[config.mk]
export PLATFORM = sky130hd
export DESIGN_NAME = ctrgate_top
export DESIGN_NICKNAME = d
export VERILOG_FILES = /design/src/rtl/ctrgate_pkg.sv /design/src/rtl/ctrgate_mstage.sv /design/src/rtl/ctrgate_hstage.sv /design/src/rtl/ctrgate_view.sv /design/src/rtl/ctrgate_top.sv
export SDC_FILE = /design/constraint.sdc
export NUM_CORES = 1
export LEC_CHECK = 0
export BUFFER_PORTS_ARGS = -buffer_cell sky130_fd_sc_hd__buf_2
export CAP_MARGIN = 20
export CORE_AREA = 2 2 39 41
export DETAILED_ROUTE_END_ITERATION = 8
export DIE_AREA = 0 0 41 43
export PLACE_DENSITY = 0.41
export SLEW_MARGIN = 0
export SYNTH_ARGS = -nofsm -noshare
export SYNTH_HDL_FRONTEND = slang
export SYNTH_HIERARCHICAL = 1
export SYNTH_SLANG_ARGS = --single-unit
[constraint.sdc]
create_clock -name vclk -period 6.2
set_input_delay 0.62 -clock vclk [all_inputs]
set_output_delay 0.62 -clock vclk [all_outputs]
set_load 0.01 [all_outputs]
[src/rtl/ctrgate_pkg.sv]
package ctrgate_pkg;

  localparam int PRIV_W = 2;
  localparam int TGT_W  = 3;

  typedef enum logic [PRIV_W-1:0] {
    PRIV_USER  = 2'd0,
    PRIV_SUPER = 2'd1,
    PRIV_RSVD  = 2'd2,
    PRIV_MACH  = 2'd3
  } priv_e;

  typedef enum logic [TGT_W-1:0] {
    TGT_CTL    = 3'd0,
    TGT_DEPTH  = 3'd1,
    TGT_STATUS = 3'd2,
    TGT_ENTRY  = 3'd3,
    TGT_CLEAR  = 3'd4
  } target_e;

  localparam int NUM_TARGETS = 5;

  // Target code names one of the gated registers or the clear instruction
  function automatic logic target_known(input logic [TGT_W-1:0] t);
    return (int'(t) < NUM_TARGETS);
  endfunction

  // Privilege is user or supervisor (a defined level under machine)
  function automatic logic priv_low(input logic [PRIV_W-1:0] p);
    return (p == PRIV_USER) || (p == PRIV_SUPER);
  endfunction

endpackage

[src/rtl/ctrgate_mstage.sv]
// Machine-level stage: encoding faults and the machine state-enable gate.
module ctrgate_mstage
  import ctrgate_pkg::*;
(
  input  logic              valid_i,
  input  logic [PRIV_W-1:0] priv_i,
  input  logic [TGT_W-1:0]  target_i,
  input  logic              m_en_i,
  output logic              is_mach_o,
  output logic              code_fault_o,
  output logic              m_fault_o
);

  logic known_tgt;
  logic below_m;

  always_comb begin
    known_tgt    = target_known(target_i);
    below_m      = priv_low(priv_i);
    is_mach_o    = valid_i && (priv_i == PRIV_MACH) && known_tgt;
    code_fault_o = valid_i && (!known_tgt || (priv_i == PRIV_RSVD));
    m_fault_o    = valid_i && known_tgt && below_m && !m_en_i;
  end

endmodule

[src/rtl/ctrgate_hstage.sv]
// Privilege and hypervisor stage: faults that apply once the machine gate passes.
module ctrgate_hstage
  import ctrgate_pkg::*;
(
  input  logic              valid_i,
  input  logic [PRIV_W-1:0] priv_i,
  input  logic              virt_i,
  input  logic [TGT_W-1:0]  target_i,
  input  logic              h_en_i,
  output logic              u_fault_o,
  output logic              v_fault_o
);

  logic known_tgt;
  logic is_user;
  logic is_vs;

  always_comb begin
    known_tgt = target_known(target_i);
    is_user   = (priv_i == PRIV_USER);
    is_vs     = (priv_i == PRIV_SUPER) && virt_i;
    // Host user mode has no access to supervisor-level registers nor the clear
    u_fault_o = valid_i && known_tgt && is_user && !virt_i;
    // Guest user mode, a disabled guest gate, or the always-trapped depth register
    v_fault_o = valid_i && known_tgt &&
                ((is_user && virt_i) ||
                 (is_vs && (!h_en_i || (target_i == TGT_DEPTH))));
  end

endmodule

[src/rtl/ctrgate_view.sv]
// View selection for allowed control-register accesses.
module ctrgate_view
  import ctrgate_pkg::*;
(
  input  logic              allow_i,
  input  logic [PRIV_W-1:0] priv_i,
  input  logic              virt_i,
  input  logic [TGT_W-1:0]  target_i,
  output logic              guest_sel_o,
  output logic              ro0_o
);

  logic ctl_hit;

  always_comb begin
    ctl_hit     = allow_i && (target_i == TGT_CTL);
    guest_sel_o = ctl_hit && (priv_i == PRIV_SUPER) && virt_i;
    ro0_o       = ctl_hit && (priv_i != PRIV_MACH);
  end

endmodule

[src/rtl/ctrgate_top.sv]
module ctrgate_top
  import ctrgate_pkg::*;
(
  input  logic              req_valid_i,
  input  logic [PRIV_W-1:0] priv_i,
  input  logic              virt_i,
  input  logic              m_en_i,
  input  logic              h_en_i,
  input  logic [TGT_W-1:0]  target_i,
  output logic              allow_o,
  output logic              illegal_o,
  output logic              virtual_o,
  output logic              guest_sel_o,
  output logic              mfield_ro0_o
);

  // Named internal events, visible to the bound checker
  logic is_mach;
  logic code_fault;
  logic m_fault;
  logic u_fault;
  logic v_fault;
  logic allow_int;

  ctrgate_mstage u_mstage (
    .valid_i      (req_valid_i),
    .priv_i       (priv_i),
    .target_i     (target_i),
    .m_en_i       (m_en_i),
    .is_mach_o    (is_mach),
    .code_fault_o (code_fault),
    .m_fault_o    (m_fault)
  );

  ctrgate_hstage u_hstage (
    .valid_i   (req_valid_i),
    .priv_i    (priv_i),
    .virt_i    (virt_i),
    .target_i  (target_i),
    .h_en_i    (h_en_i),
    .u_fault_o (u_fault),
    .v_fault_o (v_fault)
  );

  // Priority: encoding / machine-level / host-user faults before guest faults
  always_comb begin
    illegal_o = code_fault || m_fault || u_fault;
    virtual_o = !illegal_o && v_fault;
    allow_int = req_valid_i && !illegal_o && !virtual_o &&
                (is_mach || priv_low(priv_i));
    allow_o   = allow_int;
  end

  ctrgate_view u_view (
    .allow_i     (allow_int),
    .priv_i      (priv_i),
    .virt_i      (virt_i),
    .target_i    (target_i),
    .guest_sel_o (guest_sel_o),
    .ro0_o       (mfield_ro0_o)
  );

endmodule

==> results of run 1 <==
critical path, cell delays in order:
cell,delay (ps)
buf_2,110
o21a_1,220
o21a_1,170
or3_4,380
nor4b_2,270
or4b_1,510
nor3_2,160
buf_2,150
cells in the mapped netlist:
| master | instances | area, sq um |
|---|---|---|
| nor2b_1 | 2 | 12.5 |
| or4b_1 | 1 | 10.0 |
| inv_1 | 1 | 3.75 |
| a21oi_1 | 1 | 5.00 |
| o21a_1 | 3 | 22.5 |
| nor3_2 | 1 | 10.0 |
| nor2_1 | 2 | 7.51 |
| nand2_1 | 1 | 3.75 |
| nand3b_1 | 1 | 7.51 |
| nand3_1 | 1 | 5.00 |
| a311oi_1 | 1 | 8.76 |
| nand2b_1 | 1 | 6.26 |
| or3_4 | 1 | 11.3 |
| or3b_1 | 1 | 8.76 |
| nor4_1 | 1 | 6.26 |
| nor4b_2 | 2 | 30.0 |
through the flow:
step                hold WS [ps]  total power, W
floorplan                   1270      0.00000679
global placement            1580       0.0000136
detailed placement          1590       0.0000136
CTS                         1590       0.0000137
global route                1600       0.0000148
finish                      1580       0.0000135
worst min path at each step:
stage               startpoint           end
floorplan            priv_i[1]   guest_sel_o
detailed placement   priv_i[1]   guest_sel_o
global route         priv_i[1]   guest_sel_o
CTS                  priv_i[1]   guest_sel_o
global placement     priv_i[0]  mfield_ro0_o
finish               priv_i[0]  mfield_ro0_o
cell type report:
| class | count | area [sq um] | area share |
|---|---|---|---|
| Multi-Input combinational cell | 20 | 155 | 0.623 |
| Inverter | 1 | 3.75 | 0.0151 |
| Tap cell | 16 | 20.0 | 0.0804 |
| Timing Repair Buffer | 14 | 70.1 | 0.281 |
logic make-up (layout without fill, tap and decap cells):
logic type | Yosys count | in the layout | synth area share
AO/OA/AOI/OAI | 5 | 5 | 0.228
buffers and inverters | 1 | 15 | 0.0236
AND/OR/NAND/NOR | 15 | 15 | 0.748
routing by layer:
metal | vias to the layer above | track usage | part of all wire
li1 | 110 | - | -
met1 | 91 | 0.0791 | 0.45
met2 | 9 | 0.0781 | 0.47
met3 | 0 | 0 | 0.083
met4 | 0 | 0 | 0
met5 | - | 0 | 0
power by group:
group          switching (W)  internal, W
clock                      0            0
combinational     0.00000681   0.00000671
sequential                 0            0
==> run_results.csv, run 1 <==
group,metric,value,unit
run_status,outcome,"complete, no violations",
synthesis,avgSynthCellArea,7.57,sq um
power_and_ir_drop,power.density,54.3,nW/um^2
global_route,grt-ovfl-total,0,
job,max-cap-violations,0,
global_route,grt_pass1_wl,669,um
final_layout,nClkBuffers,0,
place,dp_slack,2950,ps
final_layout,final_common_cell,"buf_2",
place,dpl_cell_area,249,sq um
global_route,grtUsageTotal,0.0500,
synthesis,yosysWarnings,6,
place,place_congestion,0.651,
place,io_buffers,14,
final_layout,fin_cells,51,
setup_path,critPathCaptureType,"output port",
synthesis,syn_inst,21,
floorplanning,dieArea,1760,sq um
setup_path,cp-endpoint,"guest_sel_o",
sta,min_period,3220,ps
global_route,antenna_found_initial,0,
final_layout,final_area,249,sq um
final_layout,nFlopsAndLatches,0,
synthesis,ys_seq_area_frac,0,
floorplanning,core_area,1380,sq um
floorplanning,num_rows,14,
sta,slew_violations,0,
sta,worstMarginPinSlew,446,ps
route,drt_iter0_markers,8,
sta,rsz0062_at_grt,"false",
global_route,grt_max_degree,9,
global_route,grt_pass1_vias,166,
final_layout,area_delta_synth_final,56.7,%
power_and_ir_drop,power.leakage,0.102,nW
sta,hold_viol_final,0,
setup_path,cp-start-kind,"input pin",
cts,postCtsSetupBuffers,0,
sta,max_freq,311,MHz
route,postRouteAntennaNets,0,
final_layout,post-route-util,0.180,
setup_path,critical_path_class,"in2out",
sta,setup_ws,2980,ps
min_path,min_path_type,"in2out",
final_layout,layout.area.seq,0,sq um
route,drt-pass1-iter-count,4,
route,wl_per_cell,9.71,um
cts,post_cts_resized,0,
route,wirelength,495,um
synthesis,synth_fp_nets,30,
sta,relSlewSlack,0.701,
sta,setup_viol,0,
min_path,hold_depth,3,
final_layout,nets,46,
floorplanning,io_pins,14,
place,placedCellCount,51,
floorplanning,start_util,0.115,
setup_path,cp_max_fo,4,
final_layout,nFillCells,162,
floorplanning,die_h,43,um
final_layout,layout-drive-gt1-share,0.514,
synthesis,synth_area,159,sq um
floorplanning,die_w,41,um
setup_path,startpoint,"target_i[1]",
synthesis,ys_types,16,
route,drcViolationCount,0,
final_layout,diodes,0,
sta,post-route-period-util,0.519,
power_and_ir_drop,ir_worst_vdd,0.00000985,V
final_layout,final_cell_mix,"14 x buf_2, 3 x o21a_1, 2 x nor2_1, 2 x nor2b_1, 2 x nor4b_2",
route,dr_total_vias,210,
setup_path,worstPathArrival,2600,ps
cts,hold_buffers,0,
sta,finalSetupTns,0,ps
setup_path,crit_required,5580,ps
route,drt-vias-per-instance,4.12,
No activity file was read; power rests on OpenSTA's default activity.
==> run 2, diff against run 1 <==
clock period = 3 ns   (was 6.2 ns; I/O delays follow)
==> run_results.csv, run 2 (synthesized netlist as in run 1, its figures left out) <==
group,metric,value,unit
run_status,outcome,"complete, no violations",
floorplanning,core_area,1380,sq um
route,wl_per_cell,9.14,um
sta,rsz0062_at_grt,"false",
power_and_ir_drop,sw_frac_of_total,0.500,
global_route,use_met2,0.0906,
final_layout,nClkBuffers,0,
sta,min_period,2590,ps
setup_path,startpoint,"target_i[1]",
final_layout,nFlopsAndLatches,0,
global_route,antenna_found_initial,0,
power_and_ir_drop,power.density,111,nW/um^2
sta,max_freq,385,MHz
power_and_ir_drop,p_int,0.0000139,W
power_and_ir_drop,p_seq_frac,0,
route,drt-vias-per-instance,4.16,
floorplanning,die_h,43,um
global_route,grt-ovfl-total,0,
place,io_buffers,14,
power_and_ir_drop,power_frac_comb,1.000,
global_route,grt-busiest-layer,"met2",
sta,worstMarginPinSlew,420,ps
setup_path,critPathCaptureType,"output port",
floorplanning,start_util,0.115,
route,drt-pass1-iter-count,1,
cts,post_cts_resized,0,
cts,postCtsSetupBuffers,0,
final_layout,final_common_cell,"buf_2",
final_layout,multi_input_area,155,sq um
sta,slew_violations,0,
final_layout,layout.area.seq,0,sq um
setup_path,cp_max_fo,4,
power_and_ir_drop,p_total,0.0000277,W
global_route,grt_max_degree,9,
floorplanning,die_w,41,um
global_route,grt_pass1_wl,717,um
sta,hold_viol_final,0,
sta,finalSetupTns,0,ps
place,place_congestion,0.647,
sta,post-route-period-util,0.865,
floorplanning,num_rows,14,
final_layout,final_cell_mix,"14 x buf_2, 3 x o21a_1, 2 x nor2_1, 2 x nor2b_1, 2 x nor4b_2",
power_and_ir_drop,power.leakage,0.102,nW
floorplanning,io_pins,14,
final_layout,nets,46,
min_path,min_path_type,"in2out",
route,dr_total_vias,212,
final_layout,layout-drive-gt1-share,0.514,
global_route,use_met3,0,
global_route,grt_pass1_vias,179,
final_layout,area_delta_synth_final,56.7,%
setup_path,cp-start-kind,"input pin",
power_and_ir_drop,p_sw,0.0000139,W
power_and_ir_drop,ir_worst_vdd,0.0000295,V
sta,setup_viol,0,
setup_path,crit_required,2700,ps
setup_path,critical_path_class,"in2out",
route,drt_iter0_markers,0,
final_layout,diodes,0,
setup_path,cp-endpoint,"guest_sel_o",
place,hpwl,420,um
setup_path,worstPathArrival,2290,ps
route,drcViolationCount,0,
final_layout,nFillCells,167,
cts,hold_buffers,0,
global_route,grtUsageMet1,0.0823,
floorplanning,dieArea,1760,sq um
power_and_ir_drop,clkPwrFrac,0,
job,max-cap-violations,0,
route,postRouteAntennaNets,0,
sta,relSlewSlack,0.718,
global_route,grtUsageTotal,0.0549,
route,wirelength,466,um
## run 2: cell counts in the layout (fill, tap and decap cells not counted)
Identical to the previous run, type by type.
## run 2: per-layer routing
metal,share of wire,vias up
met2,0.49,7
met5,0,-
met1,0.43,93
met4,0,0
li1,-,112
met3,0.082,0
## run 2: stage by stage
step | util | area, sq um | hold WS [ps] | worst slack [ps] | cells
floorplan | - | 159 | 633 | 524 | 21
global placement | 0.180 | 249 | 940 | 378 | 51
detailed placement | 0.180 | 249 | 943 | 367 | 51
CTS | 0.180 | 249 | 944 | 361 | 51
global route | 0.180 | 249 | 965 | 287 | 51
finish | 0.180 | 249 | 938 | 405 | 51
## run 2: critical path: stages
cell     delay (ps)
buf_2           110
o21a_1          210
o21a_1          170
or3_4           380
nor4b_2         290
or4b_1          520
nor3_2          160
buf_2           140
## run 2: how the worst min path moves through the flow
stage                               to  slack, ps       from  cells after the start
after floorplan            guest_sel_o        630  priv_i[1]                      1
after CTS                  guest_sel_o        940  priv_i[1]                      3
final                     mfield_ro0_o        940  priv_i[0]                      3
after global placement    mfield_ro0_o        940  priv_i[0]                      3
after global routing       guest_sel_o        970  priv_i[1]                      3
after detailed placement   guest_sel_o        940  priv_i[1]                      3
## run 2: area by class of cell
class / instances / share of cell area
Timing Repair Buffer: 14 / 0.281
Inverter: 1 / 0.0151
Multi-Input combinational cell: 20 / 0.623
Tap cell: 16 / 0.0804
## run 2: power by group through the flow
stage	logic (W)	clock network, W	registers [W]
CTS	0.0000283	0	0
floorplan	0.0000140	0	0
global placement	0.0000283	0	0
detailed placement	0.0000280	0	0
global route	0.0000309	0	0
finish	0.0000277	0	0
==> run 3, diff against run 2 <==
ABC_AREA = 1   (was not set)
MAX_ROUTING_LAYER = met4   (was not set)
PLACE_DENSITY = 0.43   (was 0.41)
clock period = 3.3 ns   (was 3 ns; I/O delays follow)
==> run_results.csv, run 3 <==
group,metric,value,unit
run_status,outcome,"complete, no violations",
synthesis,yosysMostFrequentCell,"nor2_1",
global_route,grtUsageTotal,0.0573,
final_layout,fin_cells,72,
route,wirelength,483,um
synthesis,synth_top_family_by_area,"simple AND/OR/NAND/NOR gates",
floorplanning,io_pins,14,
floorplanning,start_util,0.130,
route,drcViolationCount,0,
global_route,grt-ovfl-total,0,
synthesis,yosysWarnings,6,
floorplanning,die_w,41,um
min_path,min_path_type,"in2out",
synthesis,ys_top_cells_by_count,"13 x nor2_1, 10 x inv_1, 8 x nand2_1, 3 x nand3_1",
final_layout,layout-drive-gt1-share,0.321,
setup_path,critical_path_class,"in2out",
sta,rsz0062_at_grt,"false",
floorplanning,die_h,43,um
cts,post_cts_resized,0,
setup_path,cp_max_fo,4,
route,wl_per_cell,6.71,um
floorplanning,dieArea,1760,sq um
final_layout,final_common_cell,"buf_2",
setup_path,critPathCaptureType,"output port",
route,drt_iter0_markers,3,
setup_path,crit_buf_inv,4,
cts,hold_buffers,0,
place,place_congestion,0.690,
global_route,grt_pass1_vias,184,
setup_path,critPathTopFamily,"simple AND/OR/NAND/NOR gates",
final_layout,multi_input_area,143,sq um
final_layout,diodes,0,
setup_path,cp-start-kind,"input pin",
synthesis,yosysTopAreaCell,"nor2_1",
synthesis,syn_inst,42,
synthesis,synth_compound_area_frac,0.132,
route,dr_total_vias,268,
floorplanning,num_rows,14,
floorplanning,core_area,1380,sq um
sta,max_freq,560,MHz
final_layout,layout.area.seq,0,sq um
sta,finalSetupTns,0,ps
final_layout,nClkBuffers,0,
global_route,grt_pass1_wl,759,um
place,io_buffers,14,
final_layout,final_cell_mix,"14 x buf_2, 13 x nor2_1, 10 x inv_1",
setup_path,crit_required,2970,ps
job,max-cap-violations,0,
synthesis,avgSynthCellArea,4.29,sq um
power_and_ir_drop,power.density,101,nW/um^2
synthesis,synthAdderAreaFrac,0,
synthesis,synth-simple-area-share,0.660,
synthesis,synth_area,180,sq um
setup_path,cp_slowest_cell,"o21ai_1",
synthesis,synth_fp_nets,51,
global_route,grt_max_degree,9,
sta,slew_violations,0,
final_layout,area_delta_synth_final,50.0,%
final_layout,nets,67,
sta,setup_ws,1510,ps
sta,min_period,1790,ps
setup_path,crit_chain,"buf_2 > o21ai_1 > nand2_1 > nor2_1 > inv_1 > nand2_1 > nand2_1 > nor2_2 > inv_1 > nor2_1 > nand2_1 > nor2_1 > buf_2",
synthesis,ys_types,10,
route,drt-vias-per-instance,3.72,
route,drt-pass1-iter-count,4,
sta,relSlewSlack,0.889,
synthesis,synth-xor-area-share,0,
global_route,antenna_found_initial,0,
sta,hold_viol_final,0,
synthesis,ys_seq_area_frac,0,
final_layout,nFillCells,190,
place,dp_slack,1490,ps
sta,worstMarginPinSlew,166,ps
place,hpwl,427,um
setup_path,worstPathArrival,1460,ps
setup_path,crit_path_frequent_cell,"nand2_1",
sta,setup_viol,0,
synthesis,synth_top_area_share,0.271,
setup_path,slowest_delay,180,ps
sta,post-route-period-util,0.541,
synthesis,synth_mux_area_frac,0,
synthesis,synth_area_leaders,"nor2_1 27%, inv_1 21%, nand2_1 17%, nand3_1 8.3%, nor2_2 6.9%",
final_layout,nFlopsAndLatches,0,
cts,postCtsSetupBuffers,0,
power_and_ir_drop,p_total,0.0000273,W
place,placedCellCount,72,
route,postRouteAntennaNets,0,
power_and_ir_drop,power.leakage,0.165,nW
final_layout,post-route-util,0.195,
power_and_ir_drop,ir_worst_vdd,0.0000203,V
run 3: cell count changes in the layout (fill, tap and decap cells not counted), moves of 3 or more:
| cell | previous run | this run |
|---|---|---|
| inv_1 | 1 | 10 |
| nor2_1 | 2 | 13 |
| o21a_1 | 3 | 0 |
| nand2_1 | 1 | 8 |
run 3: logic make-up after synthesis:
kind of cell	count (synthesis)
AOI/OAI and AO/OA	4
buffers and inverters	10
and+or+nand+nor	28
run 3: layout make-up:
class	count	share of cell area
inverter	10	0.139
timing repair buffer	14	0.259
multi-input combinational	32	0.528
tap	16	0.0741
run 3: worst paths after layout:
kind / start / end / depth (start not counted)
worst max-delay path: target_i[1] / mfield_ro0_o / 13
worst min-delay path: virt_i / guest_sel_o / 4
run 3: routing by layer:
metal,up-vias,GRT usage,wire (um)
met5,-,-,0
met4,0,0,0
met3,0,0,33
met2,7,0.0813,208
met1,110,0.0949,241
li1,151,-,-
run 3: worst min-delay path: cells and delay by family:
family	cells	cell delay, ps
buf+inv	2	230
simple gates	2	110
run 3: through the flow:
step	hold WS (ps)	instance area (sq um)
CTS	1010	270
detailed placement	1010	270
finish	1010	270
floorplan	778	180
global placement	1010	270
global route	1050	270
run 3: power breakdown:
part           internal, W  total [W]  leakage [nW]  switching, W
combinational    0.0000113  0.0000273         0.165     0.0000160
clock                    0          0             0             0
sequential               0          0             0             0
total            0.0000113  0.0000273         0.165     0.0000160
